### config.mk
export PLATFORM = sky130hd
export DESIGN_NAME = scan_test_seq
export DESIGN_NICKNAME = d
export VERILOG_FILES = /design/src/rtl/scan_seq_pkg.sv /design/src/rtl/scan_vec_store.sv /design/src/rtl/scan_flush_ref.sv /design/src/rtl/scan_shift_unit.sv /design/src/rtl/scan_test_seq.sv
export SDC_FILE = /design/constraint.sdc
export NUM_CORES = 1
export LEC_CHECK = 0
export BUFFER_PORTS_ARGS = -buffer_cell sky130_fd_sc_hd__buf_2
export CORE_ASPECT_RATIO = 0.9
export CORE_MARGIN = 4
export CORE_UTILIZATION = 55
export DETAILED_ROUTE_END_ITERATION = 6
export GPL_ROUTABILITY_DRIVEN = 0
export GPL_TIMING_DRIVEN = 0
export PLACE_DENSITY = 0.72
export SETUP_SLACK_MARGIN = 0.05
export SYNTH_ARGS = -nofsm -noshare
export SYNTH_HDL_FRONTEND = slang
export SYNTH_SLANG_ARGS = --single-unit
### constraint.sdc
create_clock -name clk -period 4.2 [get_ports clk]
set_clock_uncertainty 0.2 [all_clocks]
set_input_delay 0.84 -clock clk [delete_from_list [all_inputs] [get_ports clk]]
set_output_delay 0.84 -clock clk [all_outputs]
set_load 0.03 [all_outputs]
### src/rtl/scan_seq_pkg.sv
package scan_seq_pkg;

  typedef enum logic [2:0] {
    ST_IDLE,
    ST_FLUSH,
    ST_SHIFT,
    ST_CAPT,
    ST_DONE
  } seq_state_t;

  // Transition pattern bit for shift position k: 0,0,1,1 repeating.
  function automatic logic flush_bit(input logic [1:0] k);
    return k[1];
  endfunction

endpackage

### src/rtl/scan_vec_store.sv
module scan_vec_store #(
  parameter int WIDTH = 27,
  parameter int DEPTH = 16,
  localparam int AW = $clog2(DEPTH)
) (
  input  logic             clk,
  input  logic             we,
  input  logic [AW-1:0]    waddr,
  input  logic [WIDTH-1:0] wdata,
  input  logic [AW-1:0]    raddr,
  output logic [WIDTH-1:0] rdata
);

  logic [WIDTH-1:0] mem [DEPTH];

  always_ff @(posedge clk) begin
    if (we) mem[waddr] <= wdata;
    rdata <= mem[raddr];
  end

endmodule

### src/rtl/scan_flush_ref.sv
module scan_flush_ref
  import scan_seq_pkg::*;
#(
  parameter int N  = 8,
  parameter int CW = 5
) (
  input  logic [CW-1:0] cnt,
  output logic [N-1:0]  pat,
  output logic          check_en,
  output logic          exp_bit
);

  logic [CW-1:0] lag;

  // Word preloaded into the shifter: its MSB goes out first.
  for (genvar i = 0; i < N; i++) begin : g_pat
    assign pat[N-1-i] = flush_bit(2'(i));
  end

  assign check_en = (cnt >= CW'(N));
  assign lag      = cnt - CW'(N);
  assign exp_bit  = check_en & flush_bit(lag[1:0]);

endmodule

### src/rtl/scan_shift_unit.sv
module scan_shift_unit #(
  parameter int N = 8
) (
  input  logic         clk,
  input  logic         rst,
  input  logic         load,
  input  logic [N-1:0] load_val,
  input  logic         shift,
  input  logic         ser_in,
  output logic         drive_bit,
  output logic [N-1:0] cap_next
);

  logic [N-1:0] sh_q;
  logic [N-1:0] cap_q;

  assign drive_bit = sh_q[N-1];
  assign cap_next  = {cap_q[N-2:0], ser_in};

  always_ff @(posedge clk) begin
    if (rst) begin
      sh_q  <= '0;
      cap_q <= '0;
    end else begin
      if (load)       sh_q <= load_val;
      else if (shift) sh_q <= {sh_q[N-2:0], 1'b0};
      if (shift)      cap_q <= cap_next;
    end
  end

endmodule

### src/rtl/scan_test_seq.sv
module scan_test_seq
  import scan_seq_pkg::*;
#(
  parameter int CHAIN_LEN = 8,
  parameter int PI_W      = 4,
  parameter int PO_W      = 3,
  parameter int MAX_VEC   = 16,
  localparam int VAW = $clog2(MAX_VEC),
  localparam int VCW = $clog2(MAX_VEC + 1),
  localparam int EW  = 2 * CHAIN_LEN + PI_W + PO_W
) (
  input  logic            clk,
  input  logic            rst,
  input  logic            start,
  input  logic [VCW-1:0]  num_vec,
  input  logic            tbl_we,
  input  logic [VAW-1:0]  tbl_addr,
  input  logic [EW-1:0]   tbl_wdata,
  output logic            test_mode,
  output logic            scan_in,
  output logic [PI_W-1:0] pi,
  input  logic            scan_out,
  input  logic [PO_W-1:0] po,
  output logic            busy,
  output logic            done,
  output logic            pass,
  output logic            chain_fail,
  output logic [VAW-1:0]  fail_idx
);

  localparam int N  = CHAIN_LEN;
  localparam int CW = $clog2(2 * N) + 1;
  localparam int NS_LO = 0;
  localparam int PO_LO = N;
  localparam int PI_LO = N + PO_W;
  localparam int PS_LO = N + PO_W + PI_W;

  seq_state_t state_q;
  logic [CW-1:0]   cnt_q;
  logic [VCW-1:0]  vidx_q, nvec_q, nxt_vidx, nvec_in;
  logic [VAW-1:0]  rd_addr_q;
  logic [EW-1:0]   rd_data;
  logic            have_prev_q;
  logic [PI_W-1:0] cur_pi_q, pi_q;
  logic [PO_W-1:0] cur_po_q;
  logic [N-1:0]    cur_ns_q, prev_ns_q;
  logic            tm_q, busy_q, done_q, pass_q, cfail_q;
  logic [VAW-1:0]  fidx_q;

  logic            su_load, su_shift;
  logic [N-1:0]    su_val, pat, cap_next;
  logic            chk_en, exp_bit;
  logic            start_ok, flush_end, flush_err, last_shift, ns_err, po_err, more;

  scan_vec_store #(.WIDTH(EW), .DEPTH(MAX_VEC)) u_store (
    .clk   (clk),
    .we    (tbl_we),
    .waddr (tbl_addr),
    .wdata (tbl_wdata),
    .raddr (rd_addr_q),
    .rdata (rd_data)
  );

  scan_flush_ref #(.N(N), .CW(CW)) u_flush (
    .cnt      (cnt_q),
    .pat      (pat),
    .check_en (chk_en),
    .exp_bit  (exp_bit)
  );

  scan_shift_unit #(.N(N)) u_shift (
    .clk       (clk),
    .rst       (rst),
    .load      (su_load),
    .load_val  (su_val),
    .shift     (su_shift),
    .ser_in    (scan_out),
    .drive_bit (scan_in),
    .cap_next  (cap_next)
  );

  assign nvec_in    = (num_vec > VCW'(MAX_VEC)) ? VCW'(MAX_VEC) : num_vec;
  assign nxt_vidx   = vidx_q + 1'b1;
  assign more       = (nxt_vidx < nvec_q);
  assign start_ok   = start && (state_q == ST_IDLE || state_q == ST_DONE);
  assign flush_err  = (state_q == ST_FLUSH) && chk_en && (scan_out != exp_bit);
  assign flush_end  = (state_q == ST_FLUSH) && (cnt_q == CW'(2 * N - 1));
  assign last_shift = (state_q == ST_SHIFT) && (cnt_q == CW'(N - 1));
  assign ns_err     = last_shift && have_prev_q && (cap_next != prev_ns_q);
  assign po_err     = (state_q == ST_CAPT) && (po != cur_po_q);
  assign su_shift   = (state_q == ST_FLUSH) || (state_q == ST_SHIFT);

  always_comb begin
    su_load = 1'b0;
    su_val  = '0;
    if (start_ok) begin
      su_load = 1'b1;
      su_val  = pat;
    end else if (flush_end && !flush_err && nvec_q != '0) begin
      su_load = 1'b1;
      su_val  = rd_data[PS_LO +: N];
    end else if (state_q == ST_CAPT && !po_err) begin
      su_load = 1'b1;
      su_val  = more ? rd_data[PS_LO +: N] : '0;
    end
  end

  always_ff @(posedge clk) begin
    if (rst) begin
      state_q     <= ST_IDLE;
      cnt_q       <= '0;
      vidx_q      <= '0;
      nvec_q      <= '0;
      rd_addr_q   <= '0;
      have_prev_q <= 1'b0;
      cur_pi_q    <= '0;
      cur_po_q    <= '0;
      cur_ns_q    <= '0;
      prev_ns_q   <= '0;
      pi_q        <= '0;
      tm_q        <= 1'b0;
      busy_q      <= 1'b0;
      done_q      <= 1'b0;
      pass_q      <= 1'b0;
      cfail_q     <= 1'b0;
      fidx_q      <= '0;
    end else begin
      unique case (state_q)
        ST_IDLE, ST_DONE: begin
          if (start) begin
            nvec_q    <= nvec_in;
            rd_addr_q <= '0;
            cnt_q     <= '0;
            tm_q      <= 1'b1;
            busy_q    <= 1'b1;
            done_q    <= 1'b0;
            pass_q    <= 1'b0;
            cfail_q   <= 1'b0;
            fidx_q    <= '0;
            state_q   <= ST_FLUSH;
          end
        end
        ST_FLUSH: begin
          cnt_q <= cnt_q + 1'b1;
          if (flush_err) begin
            cfail_q <= 1'b1;
            tm_q    <= 1'b0;
            busy_q  <= 1'b0;
            done_q  <= 1'b1;
            state_q <= ST_DONE;
          end else if (flush_end) begin
            if (nvec_q == '0) begin
              pass_q  <= 1'b1;
              tm_q    <= 1'b0;
              busy_q  <= 1'b0;
              done_q  <= 1'b1;
              state_q <= ST_DONE;
            end else begin
              cur_pi_q    <= rd_data[PI_LO +: PI_W];
              cur_po_q    <= rd_data[PO_LO +: PO_W];
              cur_ns_q    <= rd_data[NS_LO +: N];
              rd_addr_q   <= rd_addr_q + 1'b1;
              vidx_q      <= '0;
              have_prev_q <= 1'b0;
              cnt_q       <= '0;
              state_q     <= ST_SHIFT;
            end
          end
        end
        ST_SHIFT: begin
          cnt_q <= cnt_q + 1'b1;
          if (last_shift) begin
            if (ns_err) begin
              fidx_q  <= VAW'(vidx_q - 1'b1);
              tm_q    <= 1'b0;
              busy_q  <= 1'b0;
              done_q  <= 1'b1;
              state_q <= ST_DONE;
            end else if (vidx_q == nvec_q) begin
              pass_q  <= 1'b1;
              tm_q    <= 1'b0;
              busy_q  <= 1'b0;
              done_q  <= 1'b1;
              state_q <= ST_DONE;
            end else begin
              tm_q    <= 1'b0;
              pi_q    <= cur_pi_q;
              state_q <= ST_CAPT;
            end
          end
        end
        ST_CAPT: begin
          if (po_err) begin
            fidx_q  <= VAW'(vidx_q);
            busy_q  <= 1'b0;
            done_q  <= 1'b1;
            state_q <= ST_DONE;
          end else begin
            prev_ns_q   <= cur_ns_q;
            have_prev_q <= 1'b1;
            vidx_q      <= nxt_vidx;
            tm_q        <= 1'b1;
            cnt_q       <= '0;
            state_q     <= ST_SHIFT;
            if (more) begin
              cur_pi_q  <= rd_data[PI_LO +: PI_W];
              cur_po_q  <= rd_data[PO_LO +: PO_W];
              cur_ns_q  <= rd_data[NS_LO +: N];
              rd_addr_q <= rd_addr_q + 1'b1;
            end
          end
        end
        default: state_q <= ST_IDLE;
      endcase
    end
  end

  assign test_mode  = tm_q;
  assign pi         = pi_q;
  assign busy       = busy_q;
  assign done       = done_q;
  assign pass       = pass_q;
  assign chain_fail = cfail_q;
  assign fail_idx   = fidx_q;

  // A functional clock is never followed by a second one inside a run.
  assert_single_capture_R5: assert property (@(posedge clk) disable iff (rst)
    (busy_q && !tm_q) |=> (tm_q || !busy_q));

  assert_done_not_busy_R8: assert property (@(posedge clk) disable iff (rst)
    done_q |-> !busy_q);

  assert_pass_needs_done_R8: assert property (@(posedge clk) disable iff (rst)
    $rose(pass_q) |-> done_q);

  assert_chain_fail_no_pass_R3: assert property (@(posedge clk) disable iff (rst)
    cfail_q |-> !pass_q);

  assert_fail_idx_range_R7: assert property (@(posedge clk) disable iff (rst)
    (done_q && !pass_q && !cfail_q) |-> (VCW'(fidx_q) < nvec_q));

  assert_count_locked_R11: assert property (@(posedge clk) disable iff (rst)
    (busy_q && $past(busy_q)) |-> $stable(nvec_q));

endmodule

==> flow_summary.yaml, run 1 <==
clocking:
  cts_buffer_depth: 3
  cts_sinks: 465
  cts_tree: "built"
  cts_buffers: 45
  clk_latency_ns: 0.56
  htreeDepth: 2
  cts_resized: 0
  cts_setup_buffers: 0
  holdBufCountCts: 0
  cts_root_buf: "clkbuf_16"
  clk_pin_slew_ns: 0.06
sta:
  setup-tns-final_ns: 0
  finalSetupViolCount: 0
  clock.fmax_mhz: 303
  relSlewSlack_pct: 25.5
  hold_slack_ns: 0.248
  finalCriticalPeriod_ns: 3.30
  period_share_pct: 78.5
  grt_setup_unrepaired: "no"
  worst_slew_pin_slew_ns: 1.12
  maxSlewViolCount: 0
  hold_violations: 0
synthesis:
  ys_seq_area_share_pct: 72.7
  synth.distinct_cells: 55
  yosysTopAreaCellShare_pct: 61.8
  synth_top_area_cell: "edfxtp_1"
  synthTopCellsByArea: "edfxtp_1 62%, mux4_2 14%, dfxtp_1 11%"
  syn-cell-area_mm2: 0.0179
  synth-edff-count: 368
  yosysMostFrequentCell: "edfxtp_1"
  yosysWarnings: 0
  syn_area_per_cell_um2: 18.6
  synth_common_cells: "368 x edfxtp_1, 115 x mux4_2, 97 x dfxtp_1"
  ys_ff_latch: 465
  syn-num-nets: 1013
  async_flop_share_pct: 0
  postSynthCellCount: 962
  synth_flop_cell: "edfxtp_1"
die:
  rows: 62
  pin_count: 54
  start_util_pct: 56.0
  core-area_mm2: 0.0320
  die_w_um: 198
  die_h_um: 179
  die_area_mm2: 0.0355
route:
  routedWlPerCell_um: 25.6
  vias: 9333
  final_antenna_net_count: 0
  wirelength_um: 39200
  drc: 0
  drt-initial-drc-count: 798
  via_per_inst: 6.10
  drtPass1Iterations: 5
global_routing:
  grt-ovfl-total: 0
  grt_pass1_vias: 9397
  met3_usage_pct: 4.13
  antenna_found_initial: 2
  grt_first_pass_wirelength_um: 59200
  grt_max_degree: 24
  track_usage_pct: 22.7
  top_usage_layer: "met2"
  use_met1_pct: 31.3
  use_met2_pct: 38.5
worst_hold_path:
  hold_class: "reg2reg"
final_layout:
  area_growth_pct: 14.6
  finish.utilization_pct: 64.1
  fin_area_mm2: 0.0205
  layout-drive-gt1-share_pct: 27.5
  nets: 1129
setup_path:
  worstSetupPathType: "reg2reg"
  worstSetupEndpointType: "register"
  worstPathRequired_ns: 4.47
  worstPathArrival_ns: 3.57
  crit_fanout: 10
  cp-start-kind: "register"
run_status:
  outcome: "finished clean"
power_and_ir_drop:
  p_leak_nw: 6.54
  cellPowerDensity_mw_per_mm2: 459
  vdd.ir_drop.worst_mv: 0.402
placement:
  post_dp_cell_area_mm2: 0.0191
  dp_hpwl_um: 24800
  port-buffer-count: 52
job:
  drv_cap: 0
## cell usage in the layout, fill, tap and decap left out, drive strengths merged, types with 3 or more instances in the layout
master    count
buf          90
or4           3
mux2i         9
nand2        38
or3           5
a32o          6
nor4          6
ha           11
clkinv       13
nor3          4
a31oi         4
mux2          4
a21oi        42
clkbuf       97
edfxtp      368
clkinvlp      4
a31o         10
o211ai        4
o31ai         3
xnor2        15
nand2b        9
o21ai        18
nand3b        6
nand4         3
nand3        27
dfxtp        97
mux4        115
inv          13
nor2         45
xor2         11
a22oi         3
## registers in the layout, summed over array words and instances (netlist names), 5 cells and up
| register | flops |
|---|---|
| nvec_q | 5 |
| u_store.rdata | 23 |
| u_shift.sh_q | 8 |
| u_store.mem | 368 |
| u_shift.cap_q | 7 |
| cur_ns_q | 8 |
| prev_ns_q | 8 |
| vidx_q | 5 |
| cnt_q | 5 |
## final timing paths
check / from / to / depth (start not counted) / slack, ns
max: vidx_q[0]$_SDFFE_PP0P_ / cur_ns_q[1]$_SDFFE_PP0P_ / 9 / 0.90
min: u_store.rdata[20]$_DFF_P_ / u_shift.sh_q[5]$_SDFFE_PP0P_ / 2 / 0.25
max reg2reg: vidx_q[0]$_SDFFE_PP0P_ / cur_ns_q[1]$_SDFFE_PP0P_ / 9 / 0.90
min reg2reg: u_store.rdata[20]$_DFF_P_ / u_shift.sh_q[5]$_SDFFE_PP0P_ / 2 / 0.25
## metal layers
layer	share of wire, %	up-vias
li1	-	4113
met1	41	4799
met2	51	364
met3	6.8	55
met4	1.7	2
met5	0.033	-
## cell type report
| cell class | count | area, um^2 |
|---|---|---|
| diodes | 1 | 2.50 |
| plain buffers | 54 | 238 |
| clock buffers | 64 | 1270 |
| clock inverters | 19 | 150 |
| fillers | 2196 | 11500 |
| inverters | 12 | 45.0 |
| multi-input cells | 431 | 4720 |
| flip-flops and latches | 465 | 13000 |
| well taps | 416 | 520 |
| repair buffers | 69 | 558 |
## power breakdown
| group | internal (mW) | total [mW] | switching (mW) |
|---|---|---|---|
| Clock | 2.18 | 3.87 | 1.68 |
| Combinational | 0.141 | 0.420 | 0.278 |
| Sequential | 5.07 | 5.11 | 0.0418 |
| Total | 7.39 | 9.40 | 2.00 |
## per-stage QoR
step	power (mW)	setup slack, ns	std cells
final	9.40	0.904	1531
after detailed placement	5.63	0.970	1447
after global routing	9.69	0.607	1531
after floorplan	5.44	0.613	962
after CTS	9.44	0.889	1530
after global placement	5.59	-1.32	1430
## logic make-up after synthesis
| logic type | after synthesis | share of synthesized area [%] |
|---|---|---|
| xor gates and xnor gates | 26 | 1.27 |
| adders and majority gates | 11 | 0.770 |
| muxes | 128 | 15.2 |
| buffers and inverters | 66 | 1.58 |
| and+or+nand+nor | 159 | 4.49 |
| DFF | 465 | 72.7 |
| AOI/OAI and AO/OA | 107 | 4.00 |
## critical path, stage by stage, from the launching register on
cell	delay, ns
dfxtp_1	0.51
ha_1	0.30
xor2_1	0.18
ha_1	0.25
o21ai_0	0.16
a21oi_1	0.08
o31ai_1	0.75
clkbuf_1	0.44
nand3_1	0.18
a21oi_1	0.16
No activity file was read; power rests on OpenSTA's default activity.
==> run 2: changes to the inputs <==
==> constraint.sdc (replaced) <==
create_clock -name clk -period 3.3 [get_ports clk]
set_clock_uncertainty 0.2 [all_clocks]
set_input_delay 0.66 -clock clk [delete_from_list [all_inputs] [get_ports clk]]
set_output_delay 0.66 -clock clk [all_outputs]
set_load 0.03 [all_outputs]
==> flow_summary.yaml, run 2 (synthesis results as in run 1) <==
clocking:
  cts_buffers: 46
  cts_buffer_depth: 3
  cts_sinks: 465
  cts_tree: "built"
  clk_latency_ns: 0.55
  htreeDepth: 2
  cts_setup_buffers: 0
  cts_root_buf: "clkbuf_16"
  clk_pin_slew_ns: 0.06
global_routing:
  grt_max_degree: 24
  grt_pass1_vias: 9400
  grt_first_pass_wirelength_um: 59400
  grt-ovfl-total: 0
  track_usage_pct: 22.8
  antenna_found_initial: 2
worst_hold_path:
  holdCritStartpoint: "num_vec[2]"
  whs_path_depth: 3
  hold_end: "nvec_q[2]$_SDFFE_PP0P_"
  hold_class: "in2reg"
die:
  start_util_pct: 56.0
  die_area_mm2: 0.0355
  core-area_mm2: 0.0320
  rows: 62
  die_h_um: 179
  pin_count: 54
  die_w_um: 198
power_and_ir_drop:
  vdd.ir_drop.worst_mv: 0.509
  pwr-share-seq_pct: 53.2
  clkPwrFrac_pct: 42.4
  p_comb_share_pct: 4.3
  p_int_mw: 9.65
  p_total_mw: 12.2
  p_leak_nw: 6.59
  power.switching_mw: 2.58
  cellPowerDensity_mw_per_mm2: 595
  swShare_pct: 21.1
sta:
  finalCriticalPeriod_ns: 2.96
  worst_slew_pin_slew_ns: 1.25
  relSlewSlack_pct: 16.3
  hold_slack_ns: 0.188
  clock.fmax_mhz: 338
  maxSlewViolCount: 0
  finalSetupViolCount: 0
  hold_violations: 0
  period_share_pct: 89.7
  setup_slack_ns: 0.341
  grt_setup_unrepaired: "no"
setup_path:
  max_stage_delay_ns: 0.47
  r2r-end: "u_shift.sh_q[7]$_SDFFE_PP0P_"
  cp-start-kind: "register"
  worstSetupEndpointType: "register"
  ff2ff_setup_slack_ns: 0.34
  r2r-start: "vidx_q[2]$_SDFFE_PP0P_"
  path_delay_family: "buffers and inverters"
  worstSetupPathType: "reg2reg"
  crit_fanout: 10
  worst-path-buf-inv: 2
  worstPathCellList: "clkbuf_1 > nand3_1 > xnor2_1 > ha_1 > o21ai_0 > a21oi_1 > o31ai_2 > clkbuf_1 > nand3_1 > a21oi_1"
  r2r_cells: 10
  crit_path_top_delay_cell: "o31ai_2"
  worstPathArrival_ns: 3.23
  worstPathRequired_ns: 3.57
final_layout:
  largest_register: "u_store.mem"
  mostFrequentLayoutCells: "368 x edfxtp_1, 115 x mux4_2, 97 x dfxtp_1"
  largest_reg_flops: 368
  final_common_cell: "edfxtp_1"
  layout-drive-gt1-share_pct: 28.5
  largestRegisters: "u_store.mem: 368 flops, u_store.rdata: 23 flops"
  area_growth_pct: 14.9
  fillers: 2196
  fin_area_mm2: 0.0205
  layout.cells.non_filler: 1531
  nets: 1128
job:
  drv_cap: 0
run_status:
  outcome: "finished clean"
placement:
  place_inst: 1445
  dp_hpwl_um: 24100
  post_dp_cell_area_mm2: 0.0190
  detailedPlace.worstSlack_ns: 0.165
  port-buffer-count: 52
route:
  routedWlPerCell_um: 25.6
  wirelength_um: 39200
  drtPass1Iterations: 5
  drt-initial-drc-count: 1014
  via_per_inst: 6.16
  drc: 0
  vias: 9426
  final_antenna_net_count: 0
-- run 2: worst max path at each step --
stage	cells after the start	startpoint	endpoint	slack, ns
3_5_place_dp	9	vidx_q[0]$_SDFFE_PP0P_	u_shift.sh_q[1]$_SDFFE_PP0P_	0.16
2_1_floorplan	2	tbl_addr[2]	u_store.mem[8][0]$_DFFE_PP_	0.19
6_report	10	vidx_q[2]$_SDFFE_PP0P_	u_shift.sh_q[7]$_SDFFE_PP0P_	0.34
3_3_place_gp	3	tbl_we	u_store.mem[12][21]$_DFFE_PP_	-1.91
5_1_grt	10	vidx_q[2]$_SDFFE_PP0P_	u_shift.sh_q[1]$_SDFFE_PP0P_	0.07
4_1_cts	9	vidx_q[0]$_SDFFE_PP0P_	u_shift.sh_q[1]$_SDFFE_PP0P_	0.14
-- run 2: layout make-up --
cell class	count	area, um^2	share of cell area [%]
Buffer	54	238	1.16
Antenna cell	1	2.50	0.0122
Sequential cell	465	13000	63.2
Inverter	12	45.0	0.219
Clock buffer	59	1250	6.09
Tap cell	416	520	2.53
Clock inverter	26	265	1.29
Multi-Input combinational cell	431	4730	23.0
Timing Repair Buffer	67	502	2.44
-- run 2: worst min-delay path, stage by stage --
cell	delay [ns]
buf_2	0.10
nand3b_1	0.07
a21oi_1	0.06
-- run 2: stage by stage --
stage               util (%)  setup TNS (ns)
finish                  64.3               0
global route            64.3               0
CTS                     64.3               0
detailed placement      59.5               0
global placement        58.4         -281.14
floorplan                  -               0
-- run 2: power by group through the flow --
stage	logic [mW]	clock network [mW]	registers (mW)
after global placement	0.488	0	6.63
final	0.530	5.19	6.51
after global routing	0.577	5.52	6.52
after CTS	0.527	5.27	6.51
after floorplan	0.286	0	6.64
after detailed placement	0.524	0	6.63
-- run 2: metal layers --
metal	wire length (um)	up-vias	share of wire (%)	GRT usage, %
met2	19100	395	49	37.0
met4	783	4	2.0	5.05
met3	2820	66	7.2	4.08
met1	16500	4835	42	33.2
li1	-	4126	-	-
met5	19	-	0.048	0
-- run 2: repair_timing --
item / in CTS / in global routing
gates resized for setup: 0 / 1
endpoints found under the setup margin: 0 / 20
hold buffers: 0 / 0
hold endpoints to repair: 0 / 0
==> run 3: changes to the inputs <==
--- a/config.mk
+++ b/config.mk
@@ -9,11 +9,13 @@
 export CORE_ASPECT_RATIO = 0.9
 export CORE_MARGIN = 4
 export CORE_UTILIZATION = 55
+export CTS_BUF_LIST = sky130_fd_sc_hd__clkbuf_4 sky130_fd_sc_hd__clkbuf_8
 export DETAILED_ROUTE_END_ITERATION = 6
 export GPL_ROUTABILITY_DRIVEN = 0
 export GPL_TIMING_DRIVEN = 0
 export PLACE_DENSITY = 0.72
 export SETUP_SLACK_MARGIN = 0.05
+export SKIP_LAST_GASP = 1
 export SYNTH_ARGS = -nofsm -noshare
 export SYNTH_HDL_FRONTEND = slang
 export SYNTH_SLANG_ARGS = --single-unit
==> flow_summary.yaml, run 3 (synthesis results as in run 1) <==
run_status:
  outcome: "finished clean"
final_layout:
  diodes: 0
  area_growth_pct: 14.8
  finish.utilization_pct: 64.2
  mostFrequentLayoutCells: "368 x edfxtp_1, 115 x mux4_2, 97 x dfxtp_1"
  largest_register: "u_store.mem"
  multi_input_area_mm2: 0.00473
  largest_reg_flops: 368
  largestRegisters: "u_store.mem: 368 flops, u_store.rdata: 23 flops"
  fillers: 2208
  layout-drive-gt1-share_pct: 31.0
  final_common_cell: "edfxtp_1"
  layout.cells.non_filler: 1576
  fin_area_mm2: 0.0205
  nets: 1156
  seq_area_mm2: 0.0130
power_and_ir_drop:
  p_comb_share_pct: 4.4
  p_total_mw: 11.9
  power.switching_mw: 2.56
  pwr-share-seq_pct: 54.7
  p_int_mw: 9.35
  vdd.ir_drop.worst_mv: 0.477
  cellPowerDensity_mw_per_mm2: 580
  clkPwrFrac_pct: 40.9
  p_leak_nw: 6.62
  swShare_pct: 21.5
sta:
  relSlewSlack_pct: 13.0
  worst_slew_pin_slew_ns: 1.30
  clock.fmax_mhz: 341
  grt_setup_unrepaired: "no"
  maxSlewViolCount: 0
  finalCriticalPeriod_ns: 2.93
  period_share_pct: 88.9
  finalSetupViolCount: 0
  setup_slack_ns: 0.368
  hold_violations: 0
global_routing:
  grt_max_degree: 24
  grt-ovfl-total: 0
  antenna_found_initial: 2
  grt_first_pass_wirelength_um: 58200
  grt_pass1_vias: 9529
  track_usage_pct: 22.4
clocking:
  clk_pin_slew_ns: 0.06
  htreeDepth: 3
  cts_tree: "built"
  clk_latency_ns: 0.60
  cts_buffers: 74
  holdBufCountCts: 0
  cts_sinks: 465
  cts_buffer_depth: 3
  cts_root_buf: "clkbuf_8"
setup_path:
  ff2ff_setup_slack_ns: 0.37
  worstPathArrival_ns: 3.25
  worstSetupPathType: "reg2reg"
  crit_fanout: 10
  worstPathRequired_ns: 3.62
  worstSetupEndpointType: "register"
  r2r_cells: 10
  r2r-start: "vidx_q[2]$_SDFFE_PP0P_"
  cp-start-kind: "register"
  setup.worst_path.start: "vidx_q[2]$_SDFFE_PP0P_"
  r2r-end: "u_shift.sh_q[1]$_SDFFE_PP0P_"
route:
  wirelength_um: 38400
  routedWlPerCell_um: 24.4
  drc: 0
  drt-initial-drc-count: 903
  final_antenna_net_count: 0
  via_per_inst: 5.99
  vias: 9448
  drtPass1Iterations: 7
die:
  die_area_mm2: 0.0355
  pin_count: 54
  die_w_um: 198
  start_util_pct: 56.0
  rows: 62
  die_h_um: 179
  core-area_mm2: 0.0320
placement:
  post_dp_cell_area_mm2: 0.0190
  dp_hpwl_um: 24100
  detailedPlace.worstSlack_ns: 0.165
  place_inst: 1445
  port-buffer-count: 52
worst_hold_path:
  hold_end: "nvec_q[2]$_SDFFE_PP0P_"
  holdCritStartpoint: "num_vec[2]"
  hold_class: "in2reg"
  whs_path_depth: 3
job:
  drv_cap: 0
## run 3: cell count changes in the layout (fill, tap and decap cells not counted)
cell,delta
inv_6,+1
bufinv_16,-2
clkinvlp_4,-1
diode_2,-1
clkbuf_1,-7
clkinv_1,+10
clkinv_4,-1
inv_16,-1
clkbuf_8,+77
clkbuf_2,-1
clkinv_2,-7
clkbuf_16,-46
clkbuf_4,+23
clkinv_8,+1
## run 3: worst max-delay path: stages, from the launching register on
cell and delay [ns]:
dfxtp_1 0.30, clkbuf_1 0.36, nand3_1 0.16, xnor2_1 0.21, ha_1 0.26, o21ai_0 0.07, a21oi_1 0.09, o31ai_2 0.46
clkbuf_1 0.45, nand3_1 0.15, a21oi_1 0.16
## run 3: per-stage QoR
stage,hold WS [ns],TNS [ns]
detailed placement,0.243,0
global route,0.135,0
finish,0.163,0
global placement,0.235,-281.14
CTS,0.118,0
floorplan,0.229,0
## run 3: per-layer routing
metal	wire [um]	GRT usage (%)	up-vias
li1	-	-	4176
met1	16100	31.7	4796
met2	18500	35.7	390
met3	2840	4.98	84
met4	904	6.43	2
met5	14	0	-
## run 3: what timing repair did
item / in CTS / in global routing
setup buffers: 0 / 0
endpoints found under the hold margin: 0 / 0
gates resized for setup: 0 / 1
endpoints found under the setup margin: 0 / 20
## run 3: final cells by class
type,instances,share of cell area (%)
tap,416,2.54
clock inverter,26,0.957
sequential,465,63.3
inverter,12,0.219
clock buffer,105,6.34
buffer,54,1.16
multi-input combinational,431,23.0
timing repair buffer,67,2.44
## run 3: worst max-delay path by stage
stage | endpoint | cells after the start
6_report | u_shift.sh_q[1]$_SDFFE_PP0P_ | 10
5_1_grt | u_shift.sh_q[7]$_SDFFE_PP0P_ | 10
4_1_cts | u_shift.sh_q[1]$_SDFFE_PP0P_ | 9
3_5_place_dp | u_shift.sh_q[1]$_SDFFE_PP0P_ | 9
3_3_place_gp | u_store.mem[12][21]$_DFFE_PP_ | 3
2_1_floorplan | u_store.mem[8][0]$_DFFE_PP_ | 2
## run 3: power by group through the flow
stage	Sequential, mW	Combinational (mW)	Clock (mW)
2_1_floorplan	6.64	0.286	0
3_3_place_gp	6.63	0.488	0
3_5_place_dp	6.63	0.524	0
4_1_cts	6.51	0.526	4.98
5_1_grt	6.52	0.577	5.26
6_report	6.51	0.528	4.87
